**src/rtl/text_gate_pkg.sv**
```systemverilog
package text_gate_pkg;
  typedef enum logic {
    PAR_EVEN = 1'b0,
    PAR_ODD  = 1'b1
  } parity_e;

  // integer ceiling division for derived window length
  function automatic int ceil_div(input int num, input int den);
    return (num + den - 1) / den;
  endfunction
endpackage

```
**src/rtl/line_timer.sv**
```systemverilog
module line_timer #(
  parameter int HCNT_W = 11
) (
  input  logic              clk,
  input  logic              rst_n,
  input  logic              hsync,
  output logic              line_start_o,
  output logic [HCNT_W-1:0] hcnt_o,
  output logic              live_o
);
  localparam logic [HCNT_W-1:0] HMAX = {HCNT_W{1'b1}};

  logic hsync_q;

  assign line_start_o = hsync & ~hsync_q;
  assign live_o       = (hcnt_o != HMAX);

  always_ff @(posedge clk) begin
    if (!rst_n) begin
      hsync_q <= 1'b0;
      hcnt_o  <= HMAX;   // idle: saturated until the first line start
    end else begin
      hsync_q <= hsync;
      if (line_start_o)
        hcnt_o <= '0;
      else if (hcnt_o != HMAX)
        hcnt_o <= hcnt_o + 1'b1;
    end
  end

  AST_CNT_RESTART: assert property (@(posedge clk) disable iff (!rst_n)
    line_start_o |=> (hcnt_o == '0));
  AST_CNT_STEP: assert property (@(posedge clk) disable iff (!rst_n)
    (!line_start_o && hcnt_o != HMAX) |=> (hcnt_o == $past(hcnt_o) + 1'b1));
  AST_CNT_HOLD: assert property (@(posedge clk) disable iff (!rst_n)
    (!line_start_o && hcnt_o == HMAX) |=> (hcnt_o == HMAX));
endmodule

```
**src/rtl/cfg_shadow.sv**
```systemverilog
module cfg_shadow #(
  parameter int HCNT_W = 11,
  parameter int LINE_W = 10
) (
  input  logic              clk,
  input  logic              rst_n,
  input  logic              field_odd,
  input  logic              cfg_en,
  input  logic [HCNT_W-1:0] cfg_req_start,
  input  logic [HCNT_W-1:0] cfg_req_stop,
  input  logic [LINE_W-1:0] cfg_odd_first,
  input  logic [LINE_W-1:0] cfg_odd_last,
  input  logic [LINE_W-1:0] cfg_even_first,
  input  logic [LINE_W-1:0] cfg_even_last,
  output logic              sh_en,
  output logic [HCNT_W-1:0] sh_start,
  output logic [HCNT_W-1:0] sh_stop,
  output logic [LINE_W-1:0] sh_odd_first,
  output logic [LINE_W-1:0] sh_odd_last,
  output logic [LINE_W-1:0] sh_even_first,
  output logic [LINE_W-1:0] sh_even_last
);
  import text_gate_pkg::*;

  parity_e field_q;
  logic    field_change;

  assign field_change = (parity_e'(field_odd) != field_q);

  always_ff @(posedge clk) begin
    if (!rst_n) begin
      field_q       <= PAR_EVEN;
      sh_en         <= 1'b0;
      sh_start      <= '0;
      sh_stop       <= '0;
      sh_odd_first  <= '0;
      sh_odd_last   <= '0;
      sh_even_first <= '0;
      sh_even_last  <= '0;
    end else begin
      field_q <= parity_e'(field_odd);
      if (field_change) begin
        sh_en         <= cfg_en;
        sh_start      <= cfg_req_start;
        sh_stop       <= cfg_req_stop;
        sh_odd_first  <= cfg_odd_first;
        sh_odd_last   <= cfg_odd_last;
        sh_even_first <= cfg_even_first;
        sh_even_last  <= cfg_even_last;
      end
    end
  end

  AST_SHADOW_HOLD: assert property (@(posedge clk) disable iff (!rst_n)
    !field_change |=> ($stable(sh_en) && $stable(sh_start) && $stable(sh_stop)
                       && $stable(sh_odd_first) && $stable(sh_odd_last)
                       && $stable(sh_even_first) && $stable(sh_even_last)));
endmodule

```
**src/rtl/line_qual.sv**
```systemverilog
module line_qual #(
  parameter int LINE_W = 10
) (
  input  logic              clk,
  input  logic              rst_n,
  input  logic              line_start,
  input  logic              field_odd,
  input  logic [LINE_W-1:0] line_num,
  input  logic              sh_en,
  input  logic [LINE_W-1:0] sh_odd_first,
  input  logic [LINE_W-1:0] sh_odd_last,
  input  logic [LINE_W-1:0] sh_even_first,
  input  logic [LINE_W-1:0] sh_even_last,
  output logic              elig_o
);
  import text_gate_pkg::*;

  logic [LINE_W-1:0] line_q;
  parity_e           par_q;
  logic              in_odd, in_even;

  always_ff @(posedge clk) begin
    if (!rst_n) begin
      line_q <= '0;
      par_q  <= PAR_EVEN;
    end else if (line_start) begin
      line_q <= line_num;
      par_q  <= parity_e'(field_odd);
    end
  end

  always_comb begin
    in_odd  = (line_q >= sh_odd_first)  && (line_q <= sh_odd_last);
    in_even = (line_q >= sh_even_first) && (line_q <= sh_even_last);
    elig_o  = sh_en && ((par_q == PAR_ODD) ? in_odd : in_even);
  end

  AST_ELIG_ODD: assert property (@(posedge clk) disable iff (!rst_n)
    (elig_o && par_q == PAR_ODD) |-> (line_q <= sh_odd_last));
  AST_ELIG_EVEN: assert property (@(posedge clk) disable iff (!rst_n)
    (elig_o && par_q == PAR_EVEN) |-> (line_q >= sh_even_first));
endmodule

```
**src/rtl/span_cmp.sv**
```systemverilog
module span_cmp #(
  parameter int SW = 12
) (
  input  logic          gate,
  input  logic [SW-1:0] pos,
  input  logic [SW-1:0] lo,
  input  logic [SW-1:0] hi,
  output logic          hit_o
);
  assign hit_o = gate && (pos >= lo) && (pos < hi);
endmodule

```
**src/rtl/text_req_gate.sv**
```systemverilog
module text_req_gate #(
  parameter int HCNT_W    = 11,
  parameter int LINE_W    = 10,
  parameter int WIN_START = 275,
  parameter int TXT_BITS  = 360,
  parameter int SEQ_BITS  = 37,
  parameter int SEQ_CLKS  = 144
) (
  input  logic              clk,
  input  logic              rst_n,
  input  logic              hsync,
  input  logic              field_odd,
  input  logic [LINE_W-1:0] line_num,
  input  logic              cfg_en,
  input  logic [HCNT_W-1:0] cfg_req_start,
  input  logic [HCNT_W-1:0] cfg_req_stop,
  input  logic [LINE_W-1:0] cfg_odd_first,
  input  logic [LINE_W-1:0] cfg_odd_last,
  input  logic [LINE_W-1:0] cfg_even_first,
  input  logic [LINE_W-1:0] cfg_even_last,
  output logic              req_o,
  output logic              win_o
);
  import text_gate_pkg::*;

  localparam int WIN_LEN = ceil_div(TXT_BITS * SEQ_CLKS, SEQ_BITS);
  localparam int HMAX    = (1 << HCNT_W) - 1;
  localparam int WIN_END = WIN_START + WIN_LEN;
  localparam int WIN_HI  = (WIN_END > HMAX) ? HMAX : WIN_END;
  localparam int SW      = HCNT_W + 1;
  localparam int NSPAN   = 2;   // 0: request, 1: insertion window

  logic              line_start, live, elig;
  logic [HCNT_W-1:0] hcnt;
  logic              sh_en;
  logic [HCNT_W-1:0] sh_start, sh_stop;
  logic [LINE_W-1:0] sh_odd_first, sh_odd_last, sh_even_first, sh_even_last;
  logic [SW-1:0]     span_lo [NSPAN];
  logic [SW-1:0]     span_hi [NSPAN];
  logic [NSPAN-1:0]  span_hit;

  line_timer #(.HCNT_W(HCNT_W)) u_timer (
    .clk(clk), .rst_n(rst_n), .hsync(hsync),
    .line_start_o(line_start), .hcnt_o(hcnt), .live_o(live)
  );

  cfg_shadow #(.HCNT_W(HCNT_W), .LINE_W(LINE_W)) u_shadow (
    .clk(clk), .rst_n(rst_n), .field_odd(field_odd),
    .cfg_en(cfg_en), .cfg_req_start(cfg_req_start), .cfg_req_stop(cfg_req_stop),
    .cfg_odd_first(cfg_odd_first), .cfg_odd_last(cfg_odd_last),
    .cfg_even_first(cfg_even_first), .cfg_even_last(cfg_even_last),
    .sh_en(sh_en), .sh_start(sh_start), .sh_stop(sh_stop),
    .sh_odd_first(sh_odd_first), .sh_odd_last(sh_odd_last),
    .sh_even_first(sh_even_first), .sh_even_last(sh_even_last)
  );

  line_qual #(.LINE_W(LINE_W)) u_qual (
    .clk(clk), .rst_n(rst_n), .line_start(line_start),
    .field_odd(field_odd), .line_num(line_num), .sh_en(sh_en),
    .sh_odd_first(sh_odd_first), .sh_odd_last(sh_odd_last),
    .sh_even_first(sh_even_first), .sh_even_last(sh_even_last),
    .elig_o(elig)
  );

  assign span_lo[0] = {1'b0, sh_start};
  assign span_hi[0] = {1'b0, sh_stop};
  assign span_lo[1] = SW'(WIN_START);
  assign span_hi[1] = SW'(WIN_HI);

  for (genvar g = 0; g < NSPAN; g++) begin : g_span
    span_cmp #(.SW(SW)) u_span (
      .gate(elig & live), .pos({1'b0, hcnt}),
      .lo(span_lo[g]), .hi(span_hi[g]), .hit_o(span_hit[g])
    );
  end

  assign req_o = span_hit[0];
  assign win_o = span_hit[1];

  AST_REQ_NEEDS_EN: assert property (@(posedge clk) disable iff (!rst_n)
    req_o |-> sh_en);
  AST_WIN_NEEDS_EN: assert property (@(posedge clk) disable iff (!rst_n)
    win_o |-> sh_en);
  AST_REQ_ORDER: assert property (@(posedge clk) disable iff (!rst_n)
    req_o |-> (sh_start < sh_stop));
  AST_WIN_BOUND: assert property (@(posedge clk) disable iff (!rst_n)
    win_o |-> (int'(hcnt) >= WIN_START && int'(hcnt) < WIN_HI));
  AST_QUIET_AT_END: assert property (@(posedge clk) disable iff (!rst_n)
    !live |-> (!req_o && !win_o));
endmodule

```
**config.mk**
```make
export PLATFORM = sky130hd
export DESIGN_NAME = text_req_gate
export DESIGN_NICKNAME = d
export VERILOG_FILES = /design/src/rtl/text_gate_pkg.sv /design/src/rtl/line_timer.sv /design/src/rtl/cfg_shadow.sv /design/src/rtl/line_qual.sv /design/src/rtl/span_cmp.sv /design/src/rtl/text_req_gate.sv
export SDC_FILE = /design/constraint.sdc
export NUM_CORES = 1
export LEC_CHECK = 0
export ABC_AREA = 0
export BUFFER_PORTS_ARGS = -buffer_cell sky130_fd_sc_hd__buf_2
export CAP_MARGIN = 20
export CORE_MARGIN = 2
export CORE_UTILIZATION = 35
export DETAILED_ROUTE_END_ITERATION = 12
export PLACE_DENSITY_LB_ADDON = 0.25
export SLEW_MARGIN = 20
export SYNTH_ARGS = -nofsm -noshare
export SYNTH_HDL_FRONTEND = slang
export SYNTH_SLANG_ARGS = --single-unit
```
**constraint.sdc**
```tcl
create_clock -name clk -period 2.8 [get_ports clk]
set_input_delay 0.14 -clock clk [delete_from_list [all_inputs] [get_ports clk]]
set_output_delay 0.14 -clock clk [all_outputs]
set_load 0.02 [all_outputs]
```
==> results of run 1 <==
how the worst max path moves through the flow:
stage,start,end,cells past startpoint
floorplan,u_shadow.sh_even_last[3],req_o,8
global placement,u_qual.line_q[3],req_o,8
detailed placement,u_qual.line_q[7],req_o,8
CTS,u_qual.line_q[7],req_o,8
global route,u_shadow.sh_even_last[9],req_o,9
finish,u_shadow.sh_even_last[9],req_o,9
layer usage:
layer	vias up	GRT usage (%)	share of wire [%]
li1	2160	-	-
met1	1899	22.95	50
met2	74	27.37	44
met3	16	2.388	3.5
met4	0	7.256	2.3
met5	-	0	0
metrics by stage:
| step | hold WS (ns) | setup TNS (ns) | instances |
|---|---|---|---|
| finish | 0.02673 | 0 | 854 |
| global route | 0.03513 | -0.01146 | 854 |
| CTS | 0.02087 | 0 | 853 |
| detailed placement | 0.3895 | 0 | 837 |
| global placement | 0.3828 | 0 | 837 |
| floorplan | 0.2617 | 0 | 600 |
power by group through the flow:
stage / clock network (W) / logic, W / registers (W)
2_1_floorplan: 0 / 0.000469 / 0.00142
3_3_place_gp: 0 / 0.000635 / 0.00145
4_1_cts: 0.00160 / 0.000666 / 0.00143
3_5_place_dp: 0 / 0.000651 / 0.00145
5_1_grt: 0.00165 / 0.000770 / 0.00145
6_report: 0.00158 / 0.000668 / 0.00143
worst reg2reg max path, delay by kind of cell (launching register included):
kind	cells	cell delay [ns]
and+or+nand+nor	4	0.88
DFF	1	0.49
xor gates and xnor gates	1	0.14
AOI/OAI and AO/OA	1	0.08
adders and majority gates	1	0.29
timing repair:
action	CTS	global route
resized for setup	9	11
gates cloned	0	0
setup endpoints to repair	1	2
setup buffers	0	1
pin swaps	4	5
area by class of cell:
class / instances / area share, %
Clock buffer: 10 / 4.038
Clock inverter: 6 / 2.622
Inverter: 62 / 3.932
Multi-Input combinational cell: 426 / 48.44
Sequential cell: 87 / 29.62
Tap cell: 180 / 3.805
Timing Repair Buffer: 83 / 7.548
registers in the layout (all words and copies together) (netlist names), 10 cells and up:
register and flops:
u_shadow.sh_start 11, u_shadow.sh_odd_last 10, u_shadow.sh_even_last 10, u_shadow.sh_odd_first 10, u_shadow.sh_stop 11, u_shadow.sh_even_first 10
u_qual.line_q 10, u_timer.hcnt_o 11
cells in the final DEF, fill, tap and decap left out, types with 3 or more instances in the layout:
| cell type | instances |
|---|---|
| dfxtp_2 | 9 |
| a21o_1 | 3 |
| xor2_1 | 4 |
| dfxtp_1 | 78 |
| nand3_1 | 9 |
| nand2b_1 | 6 |
| nand4_1 | 12 |
| ha_4 | 3 |
| clkbuf_16 | 9 |
| a21boi_1 | 75 |
| bufinv_16 | 5 |
| ha_1 | 59 |
| inv_1 | 62 |
| xnor2_1 | 3 |
| buf_2 | 77 |
| nor2_1 | 10 |
| nor3_1 | 7 |
| a2111oi_0 | 4 |
| buf_4 | 4 |
| a211oi_1 | 6 |
| o21ai_0 | 4 |
| nand2_1 | 160 |
| a21oi_1 | 13 |
| o21ai_1 | 14 |
kinds of logic (layout without fill, tap and decap cells):
family,count (synthesis),after routing,share of synthesized area (%)
buffers and inverters,87,161,6.728
XOR/XNOR,9,9,1.624
AO/OA/AOI/OAI,137,137,20.31
adder cells (fa/ha/maj),62,62,15.98
AND/OR/NAND/NOR,216,216,19.05
flip-flops,87,87,35.89
multiplexers,2,2,0.4125
==> out/qor.csv, run 1 <==
stage,metric,value,unit
placement,dpl hpwl,8934,um
drt,routed len/inst,13.97,um
timing,worst setup margin,0.1265,ns
floorplanning,Core Box Area,13720,um2
timing,clock skew,0.007980,ns
final_layout,"Area growth, synth to finish",21.94,%
global_routing,initial antenna violation count,0,
final_layout,fraction of layout cells with a size suffix above 1,18.10,%
setup_path,Worst R2R End,u_timer.hcnt_o[9],
timing,"Slew Viols, Final",0,
timing,final critical-path share of the clock period,95.48,%
synth,most frequent cell after synthesis,nand2_1,
floorplanning,die area,14820,um2
run,max cap viols,0,
floorplanning,Starting Density,35.38,%
floorplanning,Die Y,121.8,um
final_layout,multi-input logic area,2867,um2
synth,number of synthesized register bits,87,
setup_path,Worst setup SP type,flop,
final_layout,Final Util,43.14,%
global_routing,total gr overflow,0,
final_layout,Fill cells,1424,
power,cell internal pwr,0.002714,W
floorplanning,Die Width,121.8,um
final_layout,layout net count,808,
power,switch share,26.16,%
clock_network,CTS root buf,clkbuf_16,
global_routing,largest net degree at the start of global routing,63,
power,Gate power share,18.2,%
floorplanning,I/O pin count,79,
final_layout,register area,1753,um2
global_routing,first-pass GRT wire length,20070,um
clock_network,CTS tree,yes,
synth,Yosys top cell area share,35.89,%
clock_network,clk buf depth,2,
status,status,finished clean,
synth,asr flop ratio synth,0,%
clock_network,H-tree levels,3,
power,LEAKAGE,2.558,nW
synth,"Cell Area, Synth",4853,um2
drt,final wirelength,11930,um
setup_path,cell count of the worst reg-to-reg path,7,
synth,Synth area leaders,"dfxtp_1 (36%), ha_1 (16%), nand2_1 (12%)",
clock_network,Clock transition at path regs,0.07,ns
synth,Post-synth EDFFs,0,
power,PnR Total Power,0.003676,W
min_path,Hold Crit Endpoint,u_shadow.sh_stop[1],
drt,1st-iter DRT viols,239,
synth,most frequent cells after synthesis,"nand2_1 (161), dfxtp_1 (87), a21boi_1 (75), ha_1 (62), inv_1 (62)",
clock_network,clock latency on the worst-skew pair,0.35,ns
power,Net Switching,0.0009618,W
setup_path,critical path data arrival time,2.53,ns
power,PwrDens,621.2,nW/um2
setup_path,Max stage delay on crit path,0.53,ns
setup_path,CP top delay family,compound AO/OA/AOI/OAI gates,
drt,Pre-antenna DRT Iters,4,
min_path,Hold Crit Class,primary input to flop,
drt,vias after detailed routing,4149,
timing,worst-margin pin slew,0.6615,ns
setup_path,crit path kind,flop to output port,
placement,DP Worst Slack,0.3451,ns
final_layout,post-route cell area,5918,um2
synth,Syn Area/Cell,8.089,um2
placement,Port Buffers,78,
setup_path,crit path buf inv count,2,
clock_network,TritonCTS buffer count,9,
setup_path,CP Data Required Time,2.66,ns
drt,antenna-violating nets left,0,
setup_path,worst-path maximum fanout,3,
synth,commonest register cell after synthesis,dfxtp_1,
global_routing,vias in the first global route,4193,
power,Flop pwr share,38.9,%
setup_path,Critical Path Sink Type,output port,
timing,Setup Viol. Count Final,0,
timing,Worst slew margin,55.69,%
setup_path,flop2flop setup slack,0.77,ns
timing,Period minus WS final,2.673,ns
timing,Fin. Hold Viols,0,
power,worst IR drop on VDD,0.2865,mV
setup_path,CP max stage cell,or4_4,
drt,Via density,4.858,
synth,post-synth net total,739,
min_path,worst hold start,cfg_req_stop[1],
global_routing,GRT Total Usage,17.06,%
synth,Mapped Cells,600,
final_layout,ant diodes,0,
clock_network,CTS sink count,87,
synth,synth warn,0,
timing,Max Freq,0.3740,GHz
clock_network,hold_buf cts,0,
placement,GP Congestion,0.8163,
synth,largest area contributor in the synthesized netlist,dfxtp_1,
placement,Area after DPL,5444,um2
setup_path,FF-to-FF Start,u_timer.hcnt_o[1],
power,Clock Power Share,42.9,%
synth,"Distinct cells, synth",41,
synth,post-synthesis sequential area ratio,35.89,%
setup_path,critical path cell sequence,"inv_1, ha_4, a21oi_2, o21ai_2, or4_4, a311o_1, o22ai_2, o2111a_1, buf_6",
drt,DRC violations left,0,
min_path,hold depth,3,
floorplanning,Rows,43,
Power figures use the tool's default switching activity.
==> inputs of run 2 (changes only) <==
--- a/config.mk
+++ b/config.mk
@@ -10,6 +10,7 @@
 export CAP_MARGIN = 20
 export CORE_MARGIN = 2
 export CORE_UTILIZATION = 35
+export CTS_BUF_LIST = sky130_fd_sc_hd__clkbuf_8
 export DETAILED_ROUTE_END_ITERATION = 12
 export PLACE_DENSITY_LB_ADDON = 0.25
 export SLEW_MARGIN = 20
==> out/qor.csv, run 2 (same netlist as run 1, synthesis figures left out) <==
stage,metric,value,unit,change
power,worst IR drop on VDD,0.2181,mV,-24%
placement,DP Worst Slack,0.3451,ns,unchanged
global_routing,first-pass GRT wire length,20270,um,+1.0%
placement,dpl hpwl,8934,um,unchanged
global_routing,total gr overflow,0,,unchanged
run,max cap viols,0,,unchanged
drt,vias after detailed routing,4189,,+0.96%
drt,Via density,4.837,,-0.43%
clock_network,clock latency on the worst-skew pair,0.37,ns,+0.02 ns
timing,Fin. Hold Viols,1,,+1
timing,Worst slew margin,54.45,%,-1.2 points
status,failing checks,negative hold slack,,
drt,Pre-antenna DRT Iters,5,,+1
timing,Min Hold Slack,-0.0007589,ns,-0.02749 ns
global_routing,GRT Total Usage,17.05,%,about the same
floorplanning,Rows,43,,unchanged
setup_path,crit path kind,flop to output port,,
global_routing,initial antenna violation count,0,,unchanged
setup_path,crit path buf inv count,2,,unchanged
timing,worst setup margin,0.1156,ns,-0.01088 ns
final_layout,fraction of layout cells with a size suffix above 1,19.83,%,+1.7 points
drt,routed len/inst,13.82,um,-1.1%
timing,clock skew,0.01101,ns,+0.003030 ns
timing,final critical-path share of the clock period,95.87,%,+0.39 points
power,PnR Total Power,0.003372,W,-8.3%
setup_path,CP max stage cell,or4_4,,
power,PwrDens,563.6,nW/um2,-9.3%
clock_network,CTS root buf,clkbuf_8,,
drt,final wirelength,11960,um,+0.28%
setup_path,Critical Path Sink Type,output port,,
floorplanning,Die Width,121.8,um,unchanged
setup_path,Levels on crit path,9,,unchanged
global_routing,largest net degree at the start of global routing,63,,unchanged
final_layout,final std cells w/o fill,866,,+1.4%
floorplanning,I/O pin count,79,,unchanged
clock_network,CTS sink count,87,,unchanged
placement,Placed Cells incl. Taps,837,,unchanged
global_routing,vias in the first global route,4221,,+0.67%
drt,1st-iter DRT viols,229,,-4.2%
setup_path,Worst setup SP type,flop,,
setup_path,CP Data Required Time,2.66,ns,about the same
floorplanning,Die Y,121.8,um,unchanged
floorplanning,die area,14820,um2,unchanged
setup_path,Max stage delay on crit path,0.52,ns,about the same
setup_path,worst-path maximum fanout,2,,-1
setup_path,cell count of the worst reg-to-reg path,7,,unchanged
clock_network,Clock transition at path regs,0.09,ns,+0.02 ns
drt,antenna-violating nets left,0,,unchanged
min_path,Hold Crit Class,primary input to flop,,
timing,Max Freq,0.3725,GHz,-0.41%
final_layout,most frequent cells in the layout,"nand2_1 (161), buf_2 (77), a21boi_1 (75)",,
setup_path,critical path data arrival time,2.54,ns,about the same
floorplanning,Starting Density,35.38,%,unchanged
timing,"Slew Viols, Final",0,,unchanged
final_layout,"Area growth, synth to finish",23.25,%,
clock_network,H-tree levels,3,,unchanged
setup_path,CP top delay family,compound AO/OA/AOI/OAI gates,,
timing,total negative setup slack,0,ns,unchanged
setup_path,CP Launch Point,u_shadow.sh_even_last[3],,
drt,DRC violations left,0,,unchanged
status,status,finished with violations,,
final_layout,biggest registers after layout,"u_shadow.sh_start: 11 flops, u_shadow.sh_stop: 11 flops, u_timer.hcnt_o: 11 flops",,
timing,Period minus WS final,2.684,ns,+0.01088 ns
final_layout,"commonest non-fill, non-tap cell in the layout",nand2_1,,
power,LEAKAGE,2.569,nW,+0.45%
clock_network,clk buf depth,2,,unchanged
setup_path,CP endpoint,req_o,,
final_layout,layout net count,820,,+1.5%
clock_network,CTS tree,yes,,
floorplanning,Core Box Area,13720,um2,unchanged
timing,RSZ-0062 raised after global routing,no,,
placement,GP Congestion,0.8163,,unchanged
placement,Port Buffers,78,,unchanged
setup_path,FF-to-FF Start,u_timer.hcnt_o[1],,
clock_network,TritonCTS buffer count,9,,unchanged
setup_path,Worst R2R End,u_timer.hcnt_o[9],,
setup_path,flop2flop setup slack,0.78,ns,about the same
final_layout,ant diodes,0,,unchanged
timing,worst-margin pin slew,0.6800,ns,+0.01849 ns
timing,Setup Viol. Count Final,0,,unchanged
setup_path,critical path cell sequence,"inv_2, ha_4, nand4_1, a21oi_4, or4_4, a311o_1, o22ai_2, o2111a_1, buf_6",,
run 2: changes by cell type in the layout (fill, tap and decap cells not counted), sizes merged:
cell         delta
dlygate4sd3     +8
buf             +4
run 2: report_power, final:
group / total [W] / internal, W / switching [W]
logic: 0.000686 / 0.000317 / 0.000368
clock network: 0.00126 / 0.000796 / 0.000461
registers: 0.00143 / 0.00133 / 0.0000954
run 2: layer usage:
metal | part of all wire, % | global-route usage (%)
met1 | 51 | 23.38
met2 | 44 | 27.69
met3 | 3.1 | 2.107
met4 | 1.7 | 5.891
met5 | 0 | 0
run 2: final cells by class:
| type | instances | area (um2) |
|---|---|---|
| flip-flops and latches | 87 | 1768 |
| repair buffers | 95 | 556.8 |
| well taps | 180 | 225.2 |
| clock inverters | 6 | 155.1 |
| clock buffers | 10 | 137.6 |
| inverters | 62 | 232.7 |
| fillers | 1410 | 7737 |
| multi-input cells | 426 | 2907 |
run 2: stage by stage:
stage          area [um2]  hold slack (ns)  util, %
2_1_floorplan        4853           0.2617        -
5_1_grt              5982         0.006228    43.60
6_report             5982       -0.0007589    43.60
3_3_place_gp         5444           0.3828    39.68
3_5_place_dp         5444           0.3895    39.68
4_1_cts              5877         0.001327    42.84
run 2: worst register-to-register path, cell delays in order, from the launching register on:
cell	delay (ns)
dfxtp_1	0.50
ha_1	0.28
and4_1	0.34
nand4_4	0.21
nand4_1	0.24
nor3_1	0.08
xnor2_1	0.14
o21ai_1	0.08
run 2: worst min path at each step:
stage / startpoint / to / slack (ns) / cells past startpoint
floorplan: field_odd / u_shadow.field_q / 0.26 / 1
global placement: cfg_req_start[2] / u_shadow.sh_start[2] / 0.38 / 3
detailed placement: cfg_req_stop[2] / u_shadow.sh_stop[2] / 0.39 / 3
CTS: line_num[2] / u_qual.line_q[2] / 0.001 / 3
global route: line_num[2] / u_qual.line_q[2] / 0.006 / 3
finish: line_num[2] / u_qual.line_q[2] / -0.0008 / 3
run 2: timing repair:
| action | 4_1_cts | 5_1_grt |
|---|---|---|
| hold buffers | 8 | 0 |
| setup buffers | 0 | 5 |
| hold endpoints to repair | 8 | 0 |
| pin swaps | 6 | 9 |
| gates resized for setup | 15 | 18 |
| setup endpoints to repair | 2 | 2 |
==> inputs of run 3 (changes only) <==
--- a/config.mk
+++ b/config.mk
@@ -8,11 +8,10 @@
 export ABC_AREA = 0
 export BUFFER_PORTS_ARGS = -buffer_cell sky130_fd_sc_hd__buf_2
 export CAP_MARGIN = 20
-export CORE_MARGIN = 2
 export CORE_UTILIZATION = 35
 export CTS_BUF_LIST = sky130_fd_sc_hd__clkbuf_8
 export DETAILED_ROUTE_END_ITERATION = 12
-export PLACE_DENSITY_LB_ADDON = 0.25
+export PLACE_DENSITY = 0.59
 export SLEW_MARGIN = 20
 export SYNTH_ARGS = -nofsm -noshare
 export SYNTH_HDL_FRONTEND = slang
==> out/qor.csv, run 3 (same netlist as run 1, synthesis figures left out) <==
stage,metric,value,unit,change
power,worst IR drop on VDD,0.2474,mV,+13%
floorplanning,Starting Density,36.22,%,+0.84 points
floorplanning,Rows,42,,-2.3%
timing,Setup Viol. Count Final,0,,unchanged
timing,Max Freq,0.3719,GHz,-0.16%
setup_path,crit path kind,flop to output port,,
final_layout,fraction of layout cells with a size suffix above 1,16.92,%,-2.9 points
final_layout,"Area growth, synth to finish",26.14,%,
power,cell internal pwr,0.002027,W,-17%
power,Net Switching,0.0008933,W,-3.4%
final_layout,most frequent cells in the layout,"nand2_1 (161), buf_2 (77), a21boi_1 (75)",,
setup_path,CP top delay family,compound AO/OA/AOI/OAI gates,,
setup_path,crit path buf inv count,2,,unchanged
drt,1st-iter DRT viols,198,,-14%
floorplanning,I/O pin count,79,,unchanged
floorplanning,Core Box Area,13400,um2,-2.3%
drt,DRC violations left,0,,unchanged
floorplanning,Die Width,119.8,um,-1.6%
power,Clock Power Share,26.8,%,-10 points
run,max cap viols,0,,unchanged
final_layout,ant diodes,0,,unchanged
power,LEAKAGE,2.641,nW,+2.8%
power,PwrDens,477.0,nW/um2,-15%
setup_path,Critical Path Sink Type,output port,,
drt,Via density,4.832,,-0.11%
placement,Port Buffers,78,,unchanged
timing,final critical-path share of the clock period,96.03,%,+0.16 points
placement,dpl hpwl,8809,um,-1.4%
final_layout,biggest registers after layout,"u_shadow.sh_start: 11 flops, u_shadow.sh_stop: 11 flops, u_timer.hcnt_o: 11 flops",,
drt,final wirelength,11910,um,-0.46%
global_routing,total gr overflow,0,,unchanged
setup_path,CP max stage cell,or4_1,,
final_layout,Final Util,45.69,%,+2.1 points
clock_network,H-tree levels,3,,unchanged
global_routing,GRT Total Usage,17.70,%,+0.64 points
power,switch share,30.59,%,+3.2 points
final_layout,"commonest non-fill, non-tap cell in the layout",nand2_1,,
drt,vias after detailed routing,4305,,+2.8%
global_routing,largest net degree at the start of global routing,52,,-17%
timing,Min Hold Slack,0.01120,ns,+0.01196 ns
power,PnR Total Power,0.002920,W,-13%
clock_network,CTS root buf,clkbuf_8,,
power,Flop pwr share,49.0,%,+6.6 points
setup_path,critical path data arrival time,2.55,ns,about the same
setup_path,critical path cell sequence,"inv_1, ha_1, nand4_1, a21oi_4, or4_1, a311o_1, o22ai_2, o2111a_1, buf_6",,
final_layout,layout net count,849,,+3.5%
setup_path,CP Data Required Time,2.66,ns,about the same
global_routing,vias in the first global route,4225,,+0.095%
timing,total negative setup slack,0,ns,unchanged
timing,"Slew Viols, Final",0,,unchanged
setup_path,Worst setup SP type,flop,,
clock_network,TritonCTS buffer count,9,,unchanged
clock_network,Clock transition at path regs,0.08,ns,about the same
drt,antenna-violating nets left,0,,unchanged
status,status,finished clean,,
min_path,Hold Crit Class,primary input to flop,,
power,Gate power share,24.2,%,+3.9 points
timing,RSZ-0062 raised after global routing,no,,
floorplanning,Die Y,119.8,um,-1.6%
global_routing,first-pass GRT wire length,19940,um,-1.6%
timing,worst-margin pin slew,0.5630,ns,-0.1170 ns
drt,routed len/inst,13.37,um,-3.3%
timing,Fin. Hold Viols,0,,-1
clock_network,clk buf depth,2,,unchanged
clock_network,postcts setup bufs,0,,unchanged
setup_path,worst-path maximum fanout,2,,unchanged
global_routing,initial antenna violation count,0,,unchanged
drt,Pre-antenna DRT Iters,4,,-1
timing,Worst slew margin,61.50,%,+7.1 points
clock_network,clock latency on the worst-skew pair,0.37,ns,about the same
clock_network,CTS sink count,87,,unchanged
setup_path,Max stage delay on crit path,0.49,ns,-0.03 ns
timing,Period minus WS final,2.689,ns,+0.004350 ns
floorplanning,die area,14340,um2,-3.3%
placement,GP Congestion,0.8607,,+5.4%
clock_network,CTS tree,yes,,
timing,clock skew,0.007490,ns,-0.003520 ns
-- run 3: cell count changes in the layout (fill, tap and decap cells not counted), moves of 2 or more --
cell	change
dfxtp_4	-2
ha_4	-2
inv_1	+6
dlygate4sd3_1	+34
buf_4	-5
ha_1	+2
bufinv_16	-5
-- run 3: cell type report --
type | count | area (um2)
Fill cell | 1362 | 7278
Multi-Input combinational cell | 426 | 2878
Sequential cell | 87 | 1762
Timing Repair Buffer | 124 | 859.6
Inverter | 62 | 232.7
Tap cell | 176 | 220.2
Clock buffer | 11 | 151.4
Clock inverter | 5 | 18.77
-- run 3: path summary, 6_finish.rpt --
kind                                  from              endpoint  slack [ns]  depth (start not counted)
hold reg to reg       u_shadow.sh_start[2]  u_shadow.sh_start[2]        0.45                          2
setup reg to reg         u_timer.hcnt_o[1]     u_timer.hcnt_o[9]        0.78                          7
hold / removal                 line_num[2]      u_qual.line_q[2]        0.01                          3
setup / recovery  u_shadow.sh_even_last[2]                 req_o        0.11                          9
-- run 3: per-stage QoR --
step	setup slack, ns	area, um2	std cells
CTS	0.005143	6068	891
floorplan	0.6304	4853	600
global route	0.003208	6122	891
detailed placement	0.3563	5439	833
finish	0.1113	6122	891
global placement	0.3802	5439	833
-- run 3: timing repair --
item,in CTS,in global routing
gates resized for setup,11,15
hold endpoints to repair,42,0
hold buffers,42,0
endpoints found under the setup margin,2,2
pin swaps,3,4
-- run 3: power by group through the flow --
stage                     clock network [W]  logic [W]  registers, W
after detailed placement                  0   0.000651       0.00145
after floorplan                           0   0.000469       0.00142
after global routing               0.000860   0.000812       0.00145
after global placement                    0   0.000631       0.00145
after CTS                          0.000813   0.000703       0.00143
final                              0.000783   0.000706       0.00143
-- run 3: metal layers --
metal / global-route usage (%) / routed length (um)
met3: 3.137 / 452
met4: 8.984 / 350
met5: 0 / 0
met1: 23.49 / 5928
met2: 27.46 / 5177
-- run 3: tightest hold or removal path, stage by stage --
cell	delay, ns
buf_2	0.10
nand2_1	0.05
a21boi_1	0.05
